File: config.mk
export PLATFORM = sky130hd
export DESIGN_NAME = lane_parity_guard
export DESIGN_NICKNAME = d
export VERILOG_FILES = /design/src/rtl/lpg_pkg.sv /design/src/rtl/lpg_datapath.sv /design/src/rtl/lpg_ctrl.sv /design/src/rtl/lane_parity_guard.sv
export SDC_FILE = /design/constraint.sdc
export NUM_CORES = 1
export LEC_CHECK = 0
export ABC_AREA = 1
export BUFFER_PORTS_ARGS = -buffer_cell sky130_fd_sc_hd__buf_2
export CAP_MARGIN = 20
export CORE_MARGIN = 10
export CORE_UTILIZATION = 43
export CTS_CLUSTER_DIAMETER = 120
export DETAILED_ROUTE_END_ITERATION = 6
export PLACE_DENSITY = 0.89
export SKIP_LAST_GASP = 1
export SYNTH_ARGS = -nofsm -noshare
export SYNTH_HDL_FRONTEND = slang
export SYNTH_SLANG_ARGS = --single-unit
File: constraint.sdc
create_clock -name clk -period 1.7 [get_ports clk]
set_input_delay 0.085 -clock clk [delete_from_list [all_inputs] [get_ports clk]]
set_output_delay 0.085 -clock clk [all_outputs]
set_load 0.03 [all_outputs]
File: src/rtl/lpg_pkg.sv
package lpg_pkg;
  localparam int LPG_LANES  = 8;
  localparam int LPG_LANE_W = 8;

  typedef struct packed {
    logic capture;
    logic judge;
  } lpg_strobe_t;
endpackage

File: src/rtl/lpg_datapath.sv
module lpg_datapath
  import lpg_pkg::*;
#(
  parameter int LANES  = LPG_LANES,
  parameter int LANE_W = LPG_LANE_W,
  localparam int DATA_W = LANES * LANE_W
) (
  input  logic              clk,
  input  logic              rstN,
  input  lpg_strobe_t       strobe,
  input  logic [DATA_W-1:0] readData,
  input  logic [LANES-1:0]  readParity,
  input  logic [LANES-1:0]  laneEnN,
  input  logic [DATA_W-1:0] writeData,
  output logic [LANES-1:0]  writeParity,
  output logic [LANES-1:0]  laneErr,
  output logic              anyLiveErr
);
  logic [LANES-1:0] laneOdd;
  logic [LANES-1:0] laneLive;

  for (genvar g = 0; g < LANES; g++) begin : gLane
    assign laneOdd[g]     = ^{readData[g*LANE_W +: LANE_W], readParity[g]};
    assign writeParity[g] = ^writeData[g*LANE_W +: LANE_W];
  end

  assign laneLive   = laneOdd & ~laneEnN;
  assign anyLiveErr = |laneLive;

  always_ff @(posedge clk or negedge rstN) begin
    if (!rstN) begin
      laneErr <= '0;
    end else if (strobe.capture) begin
      laneErr <= laneLive;
    end
  end
endmodule

File: src/rtl/lpg_ctrl.sv
module lpg_ctrl
  import lpg_pkg::*;
(
  input  logic        clk,
  input  logic        rstN,
  input  logic        readValid,
  input  logic        parityOn,
  input  logic        anyLiveErr,
  output lpg_strobe_t strobe,
  output logic        checkN
);
  always_comb begin
    strobe.capture = readValid;
    strobe.judge   = readValid & parityOn;
  end

  always_ff @(posedge clk or negedge rstN) begin
    if (!rstN) begin
      checkN <= 1'b1;
    end else if (strobe.judge) begin
      checkN <= ~anyLiveErr;
    end else begin
      checkN <= 1'b1;
    end
  end
endmodule

File: src/rtl/lane_parity_guard.sv
module lane_parity_guard
  import lpg_pkg::*;
#(
  parameter int LANES  = LPG_LANES,
  parameter int LANE_W = LPG_LANE_W,
  localparam int DATA_W = LANES * LANE_W
) (
  input  logic              clk,
  input  logic              rstN,
  input  logic [DATA_W-1:0] readData,
  input  logic [LANES-1:0]  readParity,
  input  logic [LANES-1:0]  laneEnN,
  input  logic              parityOn,
  input  logic              readValid,
  input  logic [DATA_W-1:0] writeData,
  output logic [LANES-1:0]  writeParity,
  output logic              checkN,
  output logic [LANES-1:0]  laneErr
);
  lpg_strobe_t strobe;
  logic        anyLiveErr;

  lpg_ctrl u_ctrl (
    .clk        (clk),
    .rstN       (rstN),
    .readValid  (readValid),
    .parityOn   (parityOn),
    .anyLiveErr (anyLiveErr),
    .strobe     (strobe),
    .checkN     (checkN)
  );

  lpg_datapath #(.LANES(LANES), .LANE_W(LANE_W)) u_dp (
    .clk         (clk),
    .rstN        (rstN),
    .strobe      (strobe),
    .readData    (readData),
    .readParity  (readParity),
    .laneEnN     (laneEnN),
    .writeData   (writeData),
    .writeParity (writeParity),
    .laneErr     (laneErr),
    .anyLiveErr  (anyLiveErr)
  );
endmodule

======== Yosys cells after proc, flatten, opt, wreduce, memory -nomap -nowiden ========
Cells that the tools add are included.
word-level totals
  word-level logic and storage cells ...... 24
  flip-flop bits (word level) ............. 9
  input bits .............................. 148
operators by class
  multiplexer cells ....................... 1
  bitwise gates (word level) .............. 4
  reductions and logical operators ........ 17
operators with widths
  kind              count
  $reduce_xor 9->1  8
  $reduce_xor 8->1  8
  $and 8x8->8       1
  $not 8->8         1
  $reduce_or 8->1   1
  $and 1x1->1       1
  $mux 1            1
  $not 1->1         1

======== Logic depth before layout (Yosys ltp) ========
  word-level depth ........................ 5
  gate-level depth with buffers ........... 13

======== Cells and area by module ========
Synthesis repeated with hierarchy kept, for this count alone.
second synthesis, totals
  cell total of the unflattened synthesis .. 328
  area, all modules ....................... 1935.6 um2
by module, submodules not included
  module        cells an instance  area an instance (um2)  seq. area each (um2)  times used
  lpg_datapath  323                1889.3                  200.2                 1
  lpg_ctrl      5                  46.3                    26.3                  1

======== Worst setup path after synthesis ========
OpenSTA, ideal clock, no wires.
  path type ............................... input to output
  from .................................... in writeData[5]
  to ...................................... out writeParity[0]
  required time ........................... 1.615 ns
  slack ................................... 0.715 ns
  data arrival time ....................... 0.900 ns
  stages on the path ...................... 3
  path through ............................ xor2_1 > xnor2_1 > xnor2_1
between the ends
  cells in the longest elaborated chain, start to end .. 1
RTL lines
  element           line                     source
  start, declared   lane_parity_guard.sv:15  input logic [DATA_W-1:0] writeData,
  $reduce_xor 8->1  lpg_datapath.sv:24       assign writeParity[g] = ^writeData[g*LANE_W +: LANE_W];
  end, declared     lane_parity_guard.sv:16  output logic [LANES-1:0] writeParity,
No other way between the ends.

======== Final worst setup path ========
  from .................................... in writeData[1]
  to ...................................... out writeParity[0]
The elaborated chain is that of the path after synthesis.

==> flow_metrics.env <==
export IMPL_area_delta_synth_final_pct=45.8
export IMPL_fin_nets=678
export IMPL_internal_power_uw=888
export IMPL_criticalPathCategory="input port to output port"
export IMPL_first_global_vias=2578
export IMPL_slew_violations=0
export IMPL_grtUsageMet2=0.326
export IMPL_synth_area_top_cells="xnor2_1, nand2_1, inv_1, dfrtp_1, nand3_1"
export IMPL_slew_headroom=0.744
export IMPL_global_route_usage_met3=0.0510
export IMPL_ys_warn_count=0
export IMPL_p_per_area_nw_per_um2=547
export IMPL_netlist_area_um2=2050
export IMPL_fillCellCount=416
export IMPL_finalSetupTns_ns=0
export IMPL_path_max_fanout=1
export IMPL_detail_route_wl_per_cell_um=11.3
export IMPL_gp_congestion=0.725
export IMPL_ant_nets=0
export IMPL_syn_area_per_cell_um2=5.68
export IMPL_grt_overflow=0
export IMPL_mostFrequentLayoutCells="buf_2, nand2_1, xnor2_1"
export IMPL_netSwitchingFraction=0.457
export IMPL_hold_viol=0
export IMPL_layout_worst_path_cycle_share=0.595
export IMPL_dr_pass1_iters=4
export IMPL_setup_viol_count_final=0
export IMPL_cts_tree="yes"
export IMPL_rows=25
export IMPL_gr_usage_all_layers=0.156
export IMPL_startpoint_type="input port"
export IMPL_syn_inst=361
export IMPL_antenna_found_initial=0
export IMPL_core_um2=4660
export IMPL_dieArea_um2=7930
export IMPL_syn_nets=509
export IMPL_clk_pin_slew_worst_paths_ns=0.04
export IMPL_p_sw_uw=747
export IMPL_rsz0062_at_grt="no"
export IMPL_portBuffers=164
export IMPL_hp_class="input port to flop"
export IMPL_fp_dieH_um=89.1
export IMPL_insertion_delay_ns=0.23
export IMPL_fin_skew_ns=0
export IMPL_fin_crit_ns=1.01
export IMPL_num_vias=2628
export IMPL_power_frac_seq=0.159
export IMPL_final_common_cell="buf_2"
export IMPL_met1_usage=0.136
export IMPL_clkPwrFrac=0.146
export IMPL_wl_um=6620
export IMPL_ys_seq_area_frac=0.110
export IMPL_grt_max_degree=17
export IMPL_cts_root_buffer="clkbuf_8"
export IMPL_ir_drop_mv=0.304
export IMPL_start_util=0.440
export IMPL_vias_per_cell=4.51
export IMPL_combPwrFrac=0.696
export IMPL_fin_ws_ns=0.689
export IMPL_cts_sinks=9
export IMPL_yosysUniqueCellTypes=15
export IMPL_dp_hpwl_um=6290
export IMPL_seq_area_um2=226
export IMPL_drtIter0Drc=34
export IMPL_num_antenna_cells=0
export IMPL_netlist_area_leader_share=0.256
export IMPL_htree_levels=1
export IMPL_die_w_um=89.1
export IMPL_cp_required_ns=1.62
export IMPL_max_freq_mhz=989
export IMPL_cts_setup_buffers=0
export IMPL_maxCapViolCount=0
export IMPL_dpl_worst_slack_ns=0.650
export IMPL_synth_seq_cells=9
export IMPL_grt_pass1_wl_um=10100
export IMPL_busiest_layer="met2"
export IMPL_multi_input_area_um2=1570
export IMPL_critPathCaptureType="output port"
export IMPL_remaining_drc_errors=0
export IMPL_outcome="completed"
export IMPL_yosys_area_top_type="xnor2_1"
export IMPL_ios=165
export IMPL_clk_path_buf_depth=2
export IMPL_ctsResizeCount=0
export IMPL_cp_arrival_ns=0.93
export IMPL_drive_gt1_frac=0.352
export IMPL_cts_buffers=3
export IMPL_worst_slew_pin_slew_ns=0.383
export IMPL_p_leak_uw=0.00188
-- Yosys cell counts (all sizes together) --
library cell and count:
dfrtp 8, clkinv 1, nand2 143, xor2 19, dfstp 1, nand3 41
xnor2 60, nor2 10, inv 66, o21ai 11, buf 1
-- flip-flops by register name, summed over array words and instances, names as in the netlist --
name and count:
u_dp.laneErr 8, u_ctrl.checkN 1
-- worst paths after layout --
path / start / to / slack, ns / depth (start not counted)
setup / recovery: writeData[1] / writeParity[0] / 0.69 / 5
hold reg to reg: u_dp.laneErr[4] / u_dp.laneErr[4] / 0.48 / 2
setup reg to reg: u_dp.laneErr[7] / u_dp.laneErr[7] / 1.04 / 2
max in group asynchronous: rstN / u_ctrl.checkN / 1.22 / 2
hold / removal: parityOn / u_ctrl.checkN / 0.07 / 4
min in group asynchronous: rstN / u_dp.laneErr[0] / 0.24 / 2
-- cell type report --
cell class | count | area share
Clock buffer | 4 | 0.0151
Sequential cell | 9 | 0.0757
Timing Repair Buffer | 165 | 0.278
Tap cell | 54 | 0.0226
Inverter | 67 | 0.0841
Multi-Input combinational cell | 284 | 0.525
-- power by group through the flow --
stage	Combinational, µW	Clock (µW)	Sequential [µW]
after floorplan	690	0	321
after global placement	1110	0	261
after detailed placement	1150	0	262
after CTS	1160	242	260
after global routing	1260	256	262
final	1140	238	259
-- worst max-delay path, stage by stage --
cell,delay [ns]
buf_2,0.10
xnor2_1,0.19
xnor2_1,0.17
xnor2_1,0.15
buf_2,0.22
-- metrics by stage --
stage	power [µW]	utilization	cell area, µm²	instances	hold WS [ns]
after floorplan	1010	-	2050	361	-0.211
after global placement	1370	0.630	2940	578	-0.0599
after detailed placement	1410	0.630	2940	578	-0.0565
after CTS	1660	0.642	2990	583	0.0737
after global routing	1780	0.642	2990	583	0.103
final	1640	0.642	2990	583	0.0706
-- per-layer routing --
layer	vias to the layer above	share of wire
li1	1410	-
met1	1123	0.34
met2	86	0.55
met3	9	0.093
met4	0	0.012
met5	-	0
-- kinds of logic after synthesis --
logic type             synth area share
AO/OA/AOI/OAI                    0.0268
XOR/XNOR                          0.337
buffers and inverters             0.124
flip-flops                        0.110
AND/OR/NAND/NOR                   0.401
-- timing repair --
item | in CTS | in global routing
setup endpoints to repair | 0 | 0
hold endpoints to repair | 9 | 0
hold buffers | 1 | 0
(Power assumes the default switching activity.)
